$ cat src/rtl/ldpc_vl_pkg.sv
package ldpc_vl_pkg;

    localparam int MAG_W  = 5;
    localparam int MSG_W  = 6;
    localparam int POST_W = 8;
    localparam int IDX_W  = 8;
    localparam int WIDE_W = 16;

    localparam logic [IDX_W-1:0] IDX_NONE = '1;
    localparam logic [MAG_W-1:0] MAG_TOP  = '1;

    typedef struct packed {
        logic             neg;
        logic [MAG_W-1:0] mag;
    } msg_t;

    typedef struct packed {
        logic             par;
        logic [MAG_W-1:0] m1;
        logic [MAG_W-1:0] m2;
        logic [MAG_W-1:0] m3;
        logic [IDX_W-1:0] i1;
        logic [IDX_W-1:0] i2;
    } chk_st_t;

    typedef logic signed [WIDE_W-1:0] wide_t;
    typedef logic signed [MSG_W:0]    emsg_t;
    typedef logic signed [POST_W-1:0] post_t;

    localparam wide_t MSG_LIM  = 16'sd31;
    localparam wide_t POST_LIM = 16'sd127;

    localparam chk_st_t CHK_RESET = '{par: 1'b0, m1: MAG_TOP, m2: MAG_TOP,
                                      m3: MAG_TOP, i1: IDX_NONE, i2: IDX_NONE};

    // sign-magnitude to two's complement; negative zero maps to zero
    function automatic emsg_t sm2int(msg_t m);
        emsg_t u;
        u = emsg_t'({2'b00, m.mag});
        return m.neg ? -u : u;
    endfunction

    // clamp to +-31 and return normalised sign-magnitude
    function automatic msg_t sat_msg(wide_t v);
        msg_t  r;
        wide_t a;
        a     = v[WIDE_W-1] ? -v : v;
        r.neg = v[WIDE_W-1];
        r.mag = (a > MSG_LIM) ? MAG_TOP : a[MAG_W-1:0];
        return r;
    endfunction

    // clamp to +-127
    function automatic post_t sat_post(wide_t v);
        if (v > POST_LIM)       return 8'sd127;
        else if (v < -POST_LIM) return -8'sd127;
        else                    return v[POST_W-1:0];
    endfunction

endpackage

$ cat src/rtl/ldpc_vl_edgemsg.sv
module ldpc_vl_edgemsg
    import ldpc_vl_pkg::*;
(
    input  chk_st_t          st,
    input  logic [IDX_W-1:0] bit_id,
    input  msg_t             old,
    input  logic             load,
    output emsg_t            e
);
    logic [MAG_W-1:0] mag;
    emsg_t            u;
    logic             neg;

    always_comb begin
        // exclude own contribution by index, sign via parity
        mag = (st.i1 == bit_id) ? st.m2 : st.m1;
        u   = emsg_t'({2'b00, mag});
        neg = st.par ^ old.neg;
        e   = load ? '0 : (neg ? -u : u);
    end
endmodule

$ cat src/rtl/ldpc_vl_minupd.sv
module ldpc_vl_minupd
    import ldpc_vl_pkg::*;
(
    input  chk_st_t          cur,
    input  logic [IDX_W-1:0] bit_id,
    input  logic             load,
    input  msg_t             oldm,
    input  msg_t             newm,
    output chk_st_t          nxt
);
    chk_st_t rem;

    // step 1: drop the bit's old entry
    always_comb begin
        rem = cur;
        if (!load) begin
            if (cur.i1 == bit_id) begin
                rem.m1 = cur.m2;
                rem.i1 = cur.i2;
                rem.m2 = cur.m3;
                rem.i2 = IDX_NONE;
            end else if (cur.i2 == bit_id) begin
                rem.m2 = cur.m3;
                rem.i2 = IDX_NONE;
            end
        end
    end

    // step 2: strict-less insertion; R6: parity update
    always_comb begin
        nxt     = rem;
        nxt.par = cur.par ^ (load ? 1'b0 : oldm.neg) ^ newm.neg;
        if (newm.mag < rem.m1) begin
            nxt.m3 = rem.m2;
            nxt.m2 = rem.m1;
            nxt.i2 = rem.i1;
            nxt.m1 = newm.mag;
            nxt.i1 = bit_id;
        end else if (newm.mag < rem.m2) begin
            nxt.m3 = rem.m2;
            nxt.m2 = newm.mag;
            nxt.i2 = bit_id;
        end else if (newm.mag < rem.m3) begin
            nxt.m3 = newm.mag;
        end
    end
endmodule

$ cat src/rtl/ldpc_vl_node.sv
module ldpc_vl_node
    import ldpc_vl_pkg::*;
#(
    parameter int N_BITS = 6,
    parameter int N_CHK  = 3,
    parameter int DV_MAX = 2,
    parameter int BIT_W  = $clog2(N_BITS),
    parameter logic [N_BITS*DV_MAX*8-1:0] ADJ = 96'h8082_0081_0080_8281_8280_8180
)(
    input  logic             clk,
    input  logic             rst,
    input  logic             start,
    input  logic             load,
    input  logic [BIT_W-1:0] bit_idx,
    input  logic [5:0]       llr,
    output logic             done,
    output logic [7:0]       ext,
    output logic             hard
);
    localparam int N_EDGE = N_BITS * DV_MAX;
    localparam int TI_W   = $clog2(N_EDGE);
    localparam int CHK_W  = $clog2(N_CHK);
    localparam int CNT_W  = $clog2(DV_MAX + 1);
    localparam int SUM_W  = MSG_W + 2 + $clog2(DV_MAX + 1);
    localparam int LAT_W  = $clog2(DV_MAX + 4) + 1;

    typedef enum logic [1:0] {ST_IDLE, ST_ACC, ST_SUM, ST_WB} st_e;

    st_e                      state;
    logic [CNT_W-1:0]         slot;
    logic [BIT_W-1:0]         cur_bit;
    msg_t                     cur_llr;
    logic                     cur_load;
    logic signed [SUM_W-1:0]  acc;
    post_t                    tn;
    emsg_t                    e_reg [DV_MAX];
    chk_st_t                  chk   [N_CHK];
    msg_t                     tmsg  [N_EDGE];
    logic                     done_q, hard_q;
    post_t                    ext_q;

    // adjacency table unpacked
    logic [7:0] adj_tab [N_EDGE];
    for (genvar g = 0; g < N_EDGE; g++) begin : g_adj
        assign adj_tab[g] = ADJ[g*8 +: 8];
    end

    logic [TI_W-1:0] base_ti, acc_ti;
    logic [7:0]      acc_ent;
    logic [CHK_W-1:0] acc_c;
    logic            acc_valid;
    emsg_t           e_edge, e_now;
    emsg_t           llr_v;

    assign base_ti   = TI_W'(cur_bit) * TI_W'(DV_MAX);
    assign acc_ti    = base_ti + TI_W'(slot);
    assign acc_ent   = adj_tab[acc_ti];
    assign acc_c     = acc_ent[CHK_W-1:0];
    assign acc_valid = acc_ent[7] && (acc_ent[6:0] < 7'(N_CHK));
    assign llr_v     = sm2int(cur_llr);

    ldpc_vl_edgemsg u_edge (
        .st    (chk[acc_c]),
        .bit_id(IDX_W'(cur_bit)),
        .old   (tmsg[acc_ti]),
        .load  (cur_load),
        .e     (e_edge)
    );
    assign e_now = acc_valid ? e_edge : '0;

    // write-back datapath, one lane per slot
    logic [TI_W-1:0]  wb_ti    [DV_MAX];
    logic [CHK_W-1:0] wb_c     [DV_MAX];
    logic             wb_valid [DV_MAX];
    msg_t             new_t    [DV_MAX];
    chk_st_t          nxt_st   [DV_MAX];

    for (genvar s = 0; s < DV_MAX; s++) begin : g_wb
        logic [7:0] ent;
        assign wb_ti[s]    = base_ti + TI_W'(s);
        assign ent         = adj_tab[wb_ti[s]];
        assign wb_c[s]     = ent[CHK_W-1:0];
        assign wb_valid[s] = ent[7] && (ent[6:0] < 7'(N_CHK));
        assign new_t[s]    = sat_msg(wide_t'(tn) - wide_t'(e_reg[s]));

        ldpc_vl_minupd u_upd (
            .cur   (chk[wb_c[s]]),
            .bit_id(IDX_W'(cur_bit)),
            .load  (cur_load),
            .oldm  (tmsg[wb_ti[s]]),
            .newm  (new_t[s]),
            .nxt   (nxt_st[s])
        );
    end

    always_ff @(posedge clk) begin
        if (rst) begin
            state    <= ST_IDLE;
            slot     <= '0;
            cur_bit  <= '0;
            cur_llr  <= '0;
            cur_load <= 1'b0;
            acc      <= '0;
            tn       <= '0;
            done_q   <= 1'b0;
            ext_q    <= '0;
            hard_q   <= 1'b0;
            for (int j = 0; j < DV_MAX; j++) e_reg[j] <= '0;
            for (int c = 0; c < N_CHK; c++)  chk[c]   <= CHK_RESET;
            for (int t = 0; t < N_EDGE; t++) tmsg[t]  <= '0;
        end else begin
            done_q <= 1'b0;
            case (state)
                ST_IDLE: if (start) begin
                    cur_bit  <= bit_idx;
                    cur_llr  <= msg_t'(llr);
                    cur_load <= load;
                    acc      <= SUM_W'(sm2int(msg_t'(llr)));
                    slot     <= '0;
                    state    <= ST_ACC;
                end
                ST_ACC: begin
                    for (int j = 0; j < DV_MAX - 1; j++) e_reg[j] <= e_reg[j+1];
                    e_reg[DV_MAX-1] <= e_now;
                    acc <= acc + SUM_W'(e_now);
                    if (slot == CNT_W'(DV_MAX - 1)) state <= ST_SUM;
                    else                            slot  <= slot + 1'b1;
                end
                ST_SUM: begin
                    tn    <= sat_post(wide_t'(acc));
                    state <= ST_WB;
                end
                default: begin
                    for (int s = 0; s < DV_MAX; s++) begin
                        if (wb_valid[s]) begin
                            chk[wb_c[s]]   <= nxt_st[s];
                            tmsg[wb_ti[s]] <= new_t[s];
                        end
                    end
                    done_q <= 1'b1;
                    ext_q  <= sat_post(wide_t'(tn) - wide_t'(llr_v));
                    hard_q <= tn[POST_W-1];
                    state  <= ST_IDLE;
                end
            endcase
        end
    end

    assign done = done_q;
    assign ext  = ext_q;
    assign hard = hard_q;

    // ---------------- assertions ----------------
    logic [LAT_W-1:0] lat_cnt;
    always_ff @(posedge clk) begin
        if (rst)                          lat_cnt <= '0;
        else if (state == ST_IDLE && start) lat_cnt <= LAT_W'(1);
        else if (done_q)                  lat_cnt <= '0;
        else if (lat_cnt != '0)           lat_cnt <= lat_cnt + 1'b1;
    end

    p_latency_r8: assert property (@(posedge clk) disable iff (rst)
        done_q |-> lat_cnt == LAT_W'(DV_MAX + 3));

    p_done_pulse_r8: assert property (@(posedge clk) disable iff (rst)
        done_q |=> !done_q);

    p_load_ext_zero_r2: assert property (@(posedge clk) disable iff (rst)
        (done_q && cur_load) |-> ext_q == '0);

    for (genvar c = 0; c < N_CHK; c++) begin : g_chk_prop
        p_sorted_r7: assert property (@(posedge clk) disable iff (rst)
            (chk[c].m1 <= chk[c].m2) && (chk[c].m2 <= chk[c].m3));
        p_idx_distinct_r7: assert property (@(posedge clk) disable iff (rst)
            (chk[c].i1 != chk[c].i2) || (chk[c].i1 == IDX_NONE));
    end

endmodule

$ cat config.mk
export PLATFORM = sky130hd
export DESIGN_NAME = ldpc_vl_node
export DESIGN_NICKNAME = d
export VERILOG_FILES = /design/src/rtl/ldpc_vl_pkg.sv /design/src/rtl/ldpc_vl_edgemsg.sv /design/src/rtl/ldpc_vl_minupd.sv /design/src/rtl/ldpc_vl_node.sv
export SDC_FILE = /design/constraint.sdc
export NUM_CORES = 1
export LEC_CHECK = 0
export BUFFER_PORTS_ARGS = -buffer_cell sky130_fd_sc_hd__buf_2
export CAP_MARGIN = 20
export CORE_ASPECT_RATIO = 1.1
export CORE_MARGIN = 5
export CORE_UTILIZATION = 45
export CTS_CLUSTER_DIAMETER = 50
export DETAILED_ROUTE_END_ITERATION = 12
export PLACE_DENSITY_LB_ADDON = 0.3
export REMOVE_ABC_BUFFERS = 1
export SLEW_MARGIN = 30
export SYNTH_ARGS = -nofsm -noshare
export SYNTH_HDL_FRONTEND = slang
export SYNTH_SLANG_ARGS = --single-unit
$ cat constraint.sdc
create_clock -name clk -period 6.1 [get_ports clk]
set_clock_uncertainty 0.2 [all_clocks]
set_input_delay 1.83 -clock clk [delete_from_list [all_inputs] [get_ports clk]]
set_output_delay 1.83 -clock clk [all_outputs]
set_load 0.005 [all_outputs]
==> results.json <==
{
  "grt_overflow": 0,
  "synth_area_um2": 15500,
  "dp.cells": 2120,
  "worst_ep_arrival_time_ns": 5.89,
  "grt_start_max_net_pins": 60,
  "htreeDepth": 1,
  "slew_violations": 0,
  "cp_max_fo": 26,
  "synthMuxAreaShare": 0.112,
  "insertion_delay_ns": 0.56,
  "grt_first_pass_wirelength_um": 76000,
  "largest_reg_flops": 128,
  "wl_per_cell_um": 22.6,
  "first_pass_iters": 5,
  "rsz0062_at_grt": "true",
  "end_kind": "register",
  "tritoncts": "done",
  "drtIter0Drc": 1483,
  "antenna_left": 0,
  "cts_made_buffers": 30,
  "cts.clk_slew.worst_paths_ns": 0.06,
  "dieHeight_um": 205,
  "ys_ff_latch": 203,
  "synth_top_family_by_area": "compound AO/OA/AOI/OAI gates",
  "track_usage": 0.248,
  "tightest_slew_ns": 0.975,
  "ys_seq_area_frac": 0.364,
  "synth-edff-count": 158,
  "yosysUniqueCellTypes": 95,
  "root_buffer": "clkbuf_16",
  "hold_path_class": "reg -> reg",
  "drc_errors": 0,
  "boundaryPins": 23,
  "cts.path.max_buffers": 3,
  "multi_input_area_um2": 9200,
  "hold_violations": 0,
  "layout.cells.non_filler": 2176,
  "max_freq_mhz": 172,
  "port_buffers": 22,
  "synth_simple_gate_area_frac": 0.152,
  "final_common_cell": "edfxtp_1",
  "synth_top_area_frac": 0.306,
  "max_cap_violations": 0,
  "hold_buffers": 0,
  "dieWidth_um": 187,
  "synth_compound_gate_area_share": 0.220,
  "vias": 13600,
  "path_class": "reg -> reg",
  "crit_required_ns": 6.17,
  "drive_above_1_share": 0.145,
  "hpwl_um": 35500,
  "row_count": 71,
  "synth_cells": 1666,
  "antenna_found_initial": 0,
  "setup_tns_ns": 0,
  "synthTopCellsByArea": "edfxtp_1 31%, mux2i_1 6.8%, dfxtp_1 5.8%",
  "finalSetupViolations": 0,
  "async_reset_ff_frac": 0,
  "yosys.area_share.adder": 0.0652,
  "status": "complete, no violations",
  "layout-area-overhead-vs-synth_pct": 13.1,
  "yosysWarningCount": 0,
  "pre_cts_ws_ns": 0.158,
  "grt_pass1_vias": 13400,
  "gp_congestion": 0.956,
  "period_needed_ns": 5.82,
  "numClockSinks": 203,
  "coreArea_um2": 34100,
  "antenna_cells": 0,
  "synth_area_per_cell_um2": 9.31,
  "worst_slack_ns": 0.277,
  "start_util": 0.455,
  "fin_crit_sh": 0.955,
  "synth-xor-area-share": 0.0304,
  "vias_per_cell": 6.24,
  "hold_ws_ns": 0.285,
  "setup.worst_path.start_class": "register",
  "relSlewSlack": 0.350,
  "register_area_um2": 5650,
  "final_cell_mix": "158 x edfxtp_1, 140 x nor2_1, 118 x a21oi_1, 108 x nand2_1, 105 x mux2i_1",
  "drt_wl_total_um": 49300,
  "dieArea_um2": 38300,
  "fill_cells": 3165,
  "ys.flop_type": "edfxtp_1",
  "synth_area_leader_cell": "edfxtp_1",
  "nNetsFinal": 1806
}
[final cells by class]
| class | instances | area share |
|---|---|---|
| Multi-Input combinational cell | 1282 | 0.525 |
| Clock buffer | 33 | 0.0447 |
| Clock inverter | 20 | 0.0136 |
| Inverter | 105 | 0.0225 |
| Sequential cell | 203 | 0.322 |
| Tap cell | 438 | 0.0312 |
| Timing Repair Buffer | 95 | 0.0411 |
[critical path, cell delays in order (launching register included)]
cell and delay, ns:
dfxtp_1 0.31, inv_1 0.13, ha_1 0.21, inv_1 0.06, fa_1 0.41, a211o_1 0.31
a311oi_2 0.31, and3_1 0.20, a211oi_1 0.07, nor4_2 0.47, a211o_1 0.26, and2_1 0.26
inv_1 0.13, ha_1 0.33, a21o_1 0.17, a21o_1 0.17, a21oi_1 0.12, o21ai_0 0.16
nor2_4 0.26, buf_4 0.35, mux2i_1 0.45, a22oi_1 0.17
[cells in the mapped netlist (all sizes together) (7+ instances only)]
cell type / n
edfxtp: 158
nor2: 143
a21oi: 119
nand2: 108
mux2i: 105
inv: 104
o21ai: 83
a22oi: 74
ha: 72
clkbuf: 63
nor3: 47
buf: 46
dfxtp: 45
mux2: 45
a211oi: 31
xnor2: 29
a21o: 28
o22ai: 24
xor2: 24
nand2b: 23
nor4: 20
o22a: 20
a2bb2oi: 17
nor2b: 17
nor3b: 14
nand3: 13
or3: 13
a31oi: 12
or2: 10
and2: 9
and3: 9
nand4: 8
a211o: 7
mux4: 7
nand3b: 7
o21bai: 7
o221ai: 7
[per-stage QoR]
| step | utilization | cell area, um^2 |
|---|---|---|
| floorplan | - | 15200 |
| global placement | 0.482 | 16400 |
| detailed placement | 0.482 | 16400 |
| CTS | 0.512 | 17500 |
| global route | 0.514 | 17500 |
| finish | 0.514 | 17500 |
[what timing repair did]
| item | 4_1_cts | 5_1_grt |
|---|---|---|
| setup buffers | 0 | 3 |
| gates resized for setup | 0 | 9 |
| setup endpoints to repair | 0 | 20 |
[cells by family after synthesis]
kind of cell	count (synthesis)
simple gates	464
fa+ha+maj	79
compound gates	495
other cells	1
xor+xnor	53
flops	203
mux	157
buf+inv	214
[layer usage]
layer	wire length [um]	GRT usage	share of wire	up-vias
met2	23500	0.433	0.48	608
li1	-	-	-	6322
met1	19700	0.308	0.40	6504
met4	2350	0.109	0.048	0
met5	0	0	0	-
met3	3710	0.0353	0.075	153
[final timing paths]
check,start,endpoint,slack (ns),cells after the start
worst min-delay path,cur_llr[1],cur_llr[1],0.29,2
worst max register to register,tn[0],chk[2][10],0.28,21
worst min register to register,cur_llr[1],cur_llr[1],0.29,2
worst max-delay path,tn[0],chk[2][10],0.28,21
Power is left out: the tool's default activity adds up to more than one toggle a clock period on the data nets, which glitch-free logic cannot reach.
